<file path="config.mk">
export PLATFORM = sky130hd
export DESIGN_NAME = bus_xcvr32
export DESIGN_NICKNAME = d
export VERILOG_FILES = /design/src/rtl/xcvr_pkg.sv /design/src/rtl/xcvr_edge_sync.sv /design/src/rtl/xcvr_hold_reg.sv /design/src/rtl/xcvr_lane.sv /design/src/rtl/bus_xcvr32.sv
export SDC_FILE = /design/constraint.sdc
export NUM_CORES = 1
export LEC_CHECK = 0
export ABC_AREA = 1
export BUFFER_PORTS_ARGS = -buffer_cell sky130_fd_sc_hd__buf_2
export CAP_MARGIN = 30
export CORE_ASPECT_RATIO = 0.8
export CORE_UTILIZATION = 56
export CTS_CLUSTER_DIAMETER = 120
export CTS_CLUSTER_SIZE = 28
export DETAILED_ROUTE_END_ITERATION = 10
export PLACE_DENSITY = 0.86
export RECOVER_POWER = 25
export SLEW_MARGIN = 10
export SYNTH_ARGS = -nofsm -noshare
export SYNTH_HDL_FRONTEND = slang
export SYNTH_SLANG_ARGS = --single-unit
</file>
<file path="constraint.sdc">
create_clock -name clk -period 3.25 [get_ports clk]
set_input_delay 0.975 -clock clk [delete_from_list [all_inputs] [get_ports clk]]
set_output_delay 0.975 -clock clk [all_outputs]
set_load 0.03 [all_outputs]
</file>
<file path="src/rtl/xcvr_pkg.sv">
package xcvr_pkg;

  // Which side of a lane is actively driven this cycle.
  typedef struct packed {
    logic drive_a;
    logic drive_b;
  } lane_path_t;

  // Reset forces isolation; otherwise enable low picks one side by direction.
  function automatic lane_path_t lane_path(input logic rst_n,
                                           input logic oe_n,
                                           input logic dir_ab);
    lane_path_t p;
    p.drive_a = rst_n & ~oe_n & ~dir_ab;
    p.drive_b = rst_n & ~oe_n &  dir_ab;
    return p;
  endfunction

endpackage

</file>
<file path="src/rtl/xcvr_edge_sync.sv">
// Brings an asynchronous strobe into the clock domain and flags its rising edge.
module xcvr_edge_sync #(
  parameter int STAGES = 2
) (
  input  logic clk,
  input  logic rst_n,
  input  logic strobe,
  output logic rise
);
  logic [STAGES-1:0] sync_q;
  logic              last_q;

  always_ff @(posedge clk) begin
    if (!rst_n) begin
      sync_q <= '0;
      last_q <= 1'b0;
    end else begin
      sync_q <= {sync_q[STAGES-2:0], strobe};
      last_q <= sync_q[STAGES-1];
    end
  end

  assign rise = sync_q[STAGES-1] & ~last_q;
endmodule

</file>
<file path="src/rtl/xcvr_hold_reg.sv">
// Lane-wide storage register with synchronous clear and load enable.
module xcvr_hold_reg #(
  parameter int W = 8
) (
  input  logic         clk,
  input  logic         rst_n,
  input  logic         load,
  input  logic [W-1:0] d,
  output logic [W-1:0] q
);
  always_ff @(posedge clk) begin
    if (!rst_n)    q <= '0;
    else if (load) q <= d;
  end
endmodule

</file>
<file path="src/rtl/xcvr_lane.sv">
// One lane: two strobe synchronizers, two hold registers, two source muxes.
module xcvr_lane
  import xcvr_pkg::*;
#(
  parameter int W           = 8,
  parameter int SYNC_STAGES = 2
) (
  input  logic         clk,
  input  logic         rst_n,
  input  logic [W-1:0] a_in,
  input  logic [W-1:0] b_in,
  input  logic         oe_n,
  input  logic         dir_ab,
  input  logic         cap_ab,
  input  logic         cap_ba,
  input  logic         sel_ab,
  input  logic         sel_ba,
  output logic [W-1:0] a_out,
  output logic         a_en,
  output logic [W-1:0] b_out,
  output logic         b_en
);
  lane_path_t   path;
  logic         load_ab, load_ba;
  logic [W-1:0] held_ab, held_ba;
  logic [W-1:0] bus_a, bus_b;

  assign path = lane_path(rst_n, oe_n, dir_ab);
  assign a_en = path.drive_a;
  assign b_en = path.drive_b;

  xcvr_edge_sync #(.STAGES(SYNC_STAGES)) u_sync_ab (
    .clk(clk), .rst_n(rst_n), .strobe(cap_ab), .rise(load_ab));
  xcvr_edge_sync #(.STAGES(SYNC_STAGES)) u_sync_ba (
    .clk(clk), .rst_n(rst_n), .strobe(cap_ba), .rise(load_ba));

  // Driven side value is taken from this block's own output (resolved bus).
  assign bus_a = path.drive_a ? a_out : a_in;
  assign bus_b = path.drive_b ? b_out : b_in;

  xcvr_hold_reg #(.W(W)) u_held_ab (
    .clk(clk), .rst_n(rst_n), .load(load_ab), .d(bus_a), .q(held_ab));
  xcvr_hold_reg #(.W(W)) u_held_ba (
    .clk(clk), .rst_n(rst_n), .load(load_ba), .d(bus_b), .q(held_ba));

  // At most one side is driven, so the opposite side's pins are pure inputs.
  always_comb begin
    a_out = '0;
    b_out = '0;
    if (path.drive_a) a_out = sel_ba ? held_ba : b_in;
    if (path.drive_b) b_out = sel_ab ? held_ab : a_in;
  end
endmodule

</file>
<file path="src/rtl/bus_xcvr32.sv">
// Four-lane registered bidirectional transceiver.
module bus_xcvr32 #(
  parameter int LANES       = 4,
  parameter int LANE_W      = 8,
  parameter int SYNC_STAGES = 2
) (
  input  logic                    clk,
  input  logic                    rst_n,
  input  logic [LANES*LANE_W-1:0] a_in,
  input  logic [LANES*LANE_W-1:0] b_in,
  input  logic [LANES-1:0]        oe_n,
  input  logic [LANES-1:0]        dir_ab,
  input  logic [LANES-1:0]        cap_ab,
  input  logic [LANES-1:0]        cap_ba,
  input  logic [LANES-1:0]        sel_ab,
  input  logic [LANES-1:0]        sel_ba,
  output logic [LANES*LANE_W-1:0] a_out,
  output logic [LANES-1:0]        a_en,
  output logic [LANES*LANE_W-1:0] b_out,
  output logic [LANES-1:0]        b_en
);
  localparam int BUS_W = LANES * LANE_W;

  for (genvar g = 0; g < LANES; g++) begin : g_lane
    localparam int LO = g * LANE_W;
    xcvr_lane #(.W(LANE_W), .SYNC_STAGES(SYNC_STAGES)) u_lane (
      .clk    (clk),
      .rst_n  (rst_n),
      .a_in   (a_in[LO +: LANE_W]),
      .b_in   (b_in[LO +: LANE_W]),
      .oe_n   (oe_n[g]),
      .dir_ab (dir_ab[g]),
      .cap_ab (cap_ab[g]),
      .cap_ba (cap_ba[g]),
      .sel_ab (sel_ab[g]),
      .sel_ba (sel_ba[g]),
      .a_out  (a_out[LO +: LANE_W]),
      .a_en   (a_en[g]),
      .b_out  (b_out[LO +: LANE_W]),
      .b_en   (b_en[g])
    );
  end

  if (BUS_W < LANE_W) begin : g_bad_cfg
    initial $error("lane width larger than bus");
  end
endmodule

</file>
* Word level (Yosys, flattened, before mapping) *
Cells that the tools add are included.

word-level totals
  input port bits = 90
  output and inout bits = 72
  memory bits (read-only) = 0
  memories kept = 0
  logic and storage cells = 84
  latch bits = 0
  register bits after elaboration = 88
  RAM bits = 0

operators by class
  multiplexer cells = 24
  reduce and logical (&&, ||, !) cells = 0
  bitwise gates (word level) = 36
  multiply operators = 0
  magnitude comparators = 0
  divide/modulo/power cells = 0
  add/sub/neg operators = 0
  eq/ne operators = 0
  shifts and indexed selects = 0

operators by type and width
  cell               number
  2-to-1 mux 8 bit   24
  bitwise AND 1 bit  20
  inverter 1 bit     16

* Logic depth before layout (Yosys ltp) *
  depth in word-level cells = 5
  depth in mapped cells = 8
  gate-level depth less buffers = 7

* By module *
A second synthesis with hierarchy kept.

unflattened totals
  cells, all modules = 988
  area total of the unflattened synthesis = 5,520.3 um^2

modules (own cells, without submodules)
  module          seq. area each (um^2)  times used  cells each  area each (um^2)
  xcvr_hold_reg   160.2                  8           51          356.6
  xcvr_lane       0.0                    4           123         481.7
  xcvr_edge_sync  60.1                   8           11          92.6

* Worst setup path before layout *
OpenSTA, ideal clock, no wires.

  path type = input-to-output
  start point = input rst_n
  end point = output a_out[24]
  path buffers = 1
  cell stages on the path = 5
  setup slack = 0.627 ns
  arrival = 1.648 ns
  data required time = 2.275 ns
  cells stage by stage = buf_6 > nand2_4 > nor2_4 > nand2_1 > inv_1

between the ends
  longest elaborated chain between the ends = 3

ends and longest elaborated chain
  element                          line              RTL
  start, declared                  bus_xcvr32.sv:8   input logic rst_n,
  bitwise AND 1 bit (2 in a row)   xcvr_pkg.sv:14    p.drive_a = rst_n & ~oe_n & ~dir_ab;
  named net g_lane[3].u_lane.a_en  xcvr_lane.sv:19   output logic a_en,
  2-to-1 mux 8 bit                 xcvr_lane.sv:50   if (path.drive_a) a_out = sel_ba ? held_ba : b_in;
  end, declared                    bus_xcvr32.sv:17  output logic [LANES*LANE_W-1:0] a_out,

The timed path passes the listed nets, and every way through them passes these cells.

* Final worst setup path *
  start point = input rst_n
  end point = output a_out[18]

between the ends
  longest elaborated chain between the ends = 3

ends and longest elaborated chain
  element                         line
  bitwise AND 1 bit (2 in a row)  xcvr_pkg.sv:14
  2-to-1 mux 8 bit                xcvr_lane.sv:50

Every way passes these cells.

==> impl_metrics.toml <==
[clock_tree]
ctsHoldBuffers = 0
cts_tree = "yes"
cts-root-buf = "clkbuf_16"
post_cts_buffers = 0
htree_levels = 3
cts_buffers = 9
cts.path.max_buffers = 2
cts_resized = 0
clk_pin_slew_ps = 60
clock_latency_ps = 330
clock-sinks = 88

[detailed_routing]
drtIter0Drc = 416
postRouteAntennaNets = 0
wl_per_cell_um = 10.5
drcViolationCount = 0
firstDrtPassIters = 5
wl_mm = 12.5
dr_total_vias = 5620
vias_per_cell = 4.73

[power]
power_frac_seq = 0.444
power_frac_comb = 0.170
peakVddDrop_uv = 368
p_leak_nw = 4.40
swShare = 0.279
pwr-share-clk = 0.385
power.density_mw_per_mm2 = 411
switching_power_mw = 0.727
intPower_mw = 1.88

[setup_path]
worst-path-max-fanout = 11
worstSetupStartpointType = "input port"
critPathCaptureType = "output port"
reg2reg_slack_ps = 2140
crit_required_ps = 2270
reg2reg_depth = 5
r2r-end = "g_lane[1].u_lane.u_held_ba.q[0]"
reg2reg_from = "g_lane[1].u_lane.u_sync_ba.sync_q[1]"
crit_arrival_ps = 2050
critPathKind = "in -> out"

[die]
num_rows = 31
fp.coreArea_mm2 = 0.00911
die_w_um = 111
fp.dieH_um = 89.1
initial_utilization = 0.583
num_io_pins = 162
die_area_mm2 = 0.00988

[yosys]
synth-warning-count = 0
ys_types = 14
syn_avg_cell_area_um2 = 5.73
yosys.area.top_type = "dfxtp_1"
yosys-top-cells-area = "dfxtp_1 33%, nand2_1 29%, inv_1 12%"
synth_ff_type = "dfxtp_1"
synthesis.area_mm2 = 0.00531
synth_edf_count = 0
synth.net_count = 1017
synthArstFlopShare = 0
synth_top_area_share = 0.332
synth_common_cells = "408 x nand2_1, 176 x inv_1, 128 x nor2_1"
synth_seq_cells = 88
yosysMostFrequentCell = "nand2_1"
syn-instance-count = 927
yosysSeqAreaShare = 0.332

[placed_design]
io_buffers = 161
dp_hpwl_mm = 9.42
dp_cells = 1172
gp_congestion = 0.935

[min_path]
worstHoldPathType = "reg -> reg"
hold_path_depth = 2
whs_endpoint = "g_lane[1].u_lane.u_sync_ab.sync_q[1]"
holdCritStartpoint = "g_lane[1].u_lane.u_sync_ab.sync_q[0]"

[sta]
maxClockFrequency_mhz = 330
setup-tns-final_ps = 0
rsz0062_at_grt = "no"
skew_ps = 7.61
fin_crit_ps = 3030
drv_slew = 0
hold_viol = 0
maxSlewHeadroom = 0.394
period_share = 0.931
worst_slew_pin_slew_ps = 908
setup_viol = 0

[grt]
use_met3 = 0.0563
grt.busiest_layer = "met2"
use_met1 = 0.338
grt-ovfl-total = 0
grtUsageMet2 = 0.413
grt_pass1_wl_mm = 20.5
grt_pass1_vias = 4714
antenna_found_initial = 0
grt_max_degree = 35
grt_usage = 0.251

[status]
outcome = "complete, no violations"

[layout]
nets = 1158
post-route-util = 0.696
drive_gt1_frac = 0.187
area_growth_pct = 19.4
antennaDiodeCount = 0
fin_cells = 1188

[run]
cap_viol_max_count = 0
state kept, by name, indices dropped and copies added (netlist names):
signal,flops
g_lane.u_lane.u_held_ab.q,32
g_lane.u_lane.u_sync_ba.sync_q,8
g_lane.u_lane.u_sync_ab.last_q,4
g_lane.u_lane.u_held_ba.q,32
g_lane.u_lane.u_sync_ba.last_q,4
g_lane.u_lane.u_sync_ab.sync_q,8
layer usage:
metal  share of wire  wire [um]
met1            0.47       5840
met2            0.46       5710
met3           0.072        902
met4          0.0061         76
met5               0          0
worst max-delay path, cell delays in order:
cell and delay (ps):
buf_2 330, nand2_4 110, nor2_4 230, nand2_1 140
inv_1 70, buf_2 190
per-stage QoR:
step	hold WS [ps]	area (um^2)	total power [mW]	worst slack [ps]
floorplan	390	5310	1.49	627
global placement	394	6040	1.61	260
detailed placement	397	6060	1.62	236
CTS	411	6350	2.63	230
global route	431	6340	2.74	151
finish	411	6340	2.61	223
worst max path at each step:
stage / from / slack [ps] / cells past startpoint / end
6_report: rst_n / 220 / 6 / a_out[18]
5_1_grt: rst_n / 150 / 6 / a_out[18]
4_1_cts: rst_n / 230 / 6 / a_out[18]
3_5_place_dp: rst_n / 240 / 6 / a_out[18]
2_1_floorplan: rst_n / 630 / 5 / a_out[24]
3_3_place_gp: rst_n / 260 / 6 / a_out[18]
placed cells by master (no fill, tap or decap), drive strengths merged:
cell	instances
buf	162
bufinv	1
clkbuf	13
clkinv	1
clkinvlp	3
dfxtp	88
inv	177
nand2	412
nand3	72
nor2	144
area by class of cell:
type / instances / area, um^2
Clock inverter: 5 / 57.6
Clock buffer: 11 / 233
Multi-Input combinational cell: 628 / 2650
Inverter: 177 / 664
Tap cell: 115 / 144
Timing Repair Buffer: 164 / 833
Fill cell: 846 / 2770
Sequential cell: 88 / 1760
power groups by stage:
stage | Sequential, mW | Clock [mW] | Combinational [mW]
floorplan | 1.18 | 0 | 0.318
global placement | 1.18 | 0 | 0.431
detailed placement | 1.18 | 0 | 0.439
CTS | 1.16 | 1.03 | 0.442
global route | 1.16 | 1.07 | 0.503
finish | 1.16 | 1.00 | 0.443
cells by family after synthesis:
kind of cell	share of synthesized area
simple gates	0.498
buf+inv	0.170
flops	0.332
Note: power is estimated with default switching activity, not from simulation.
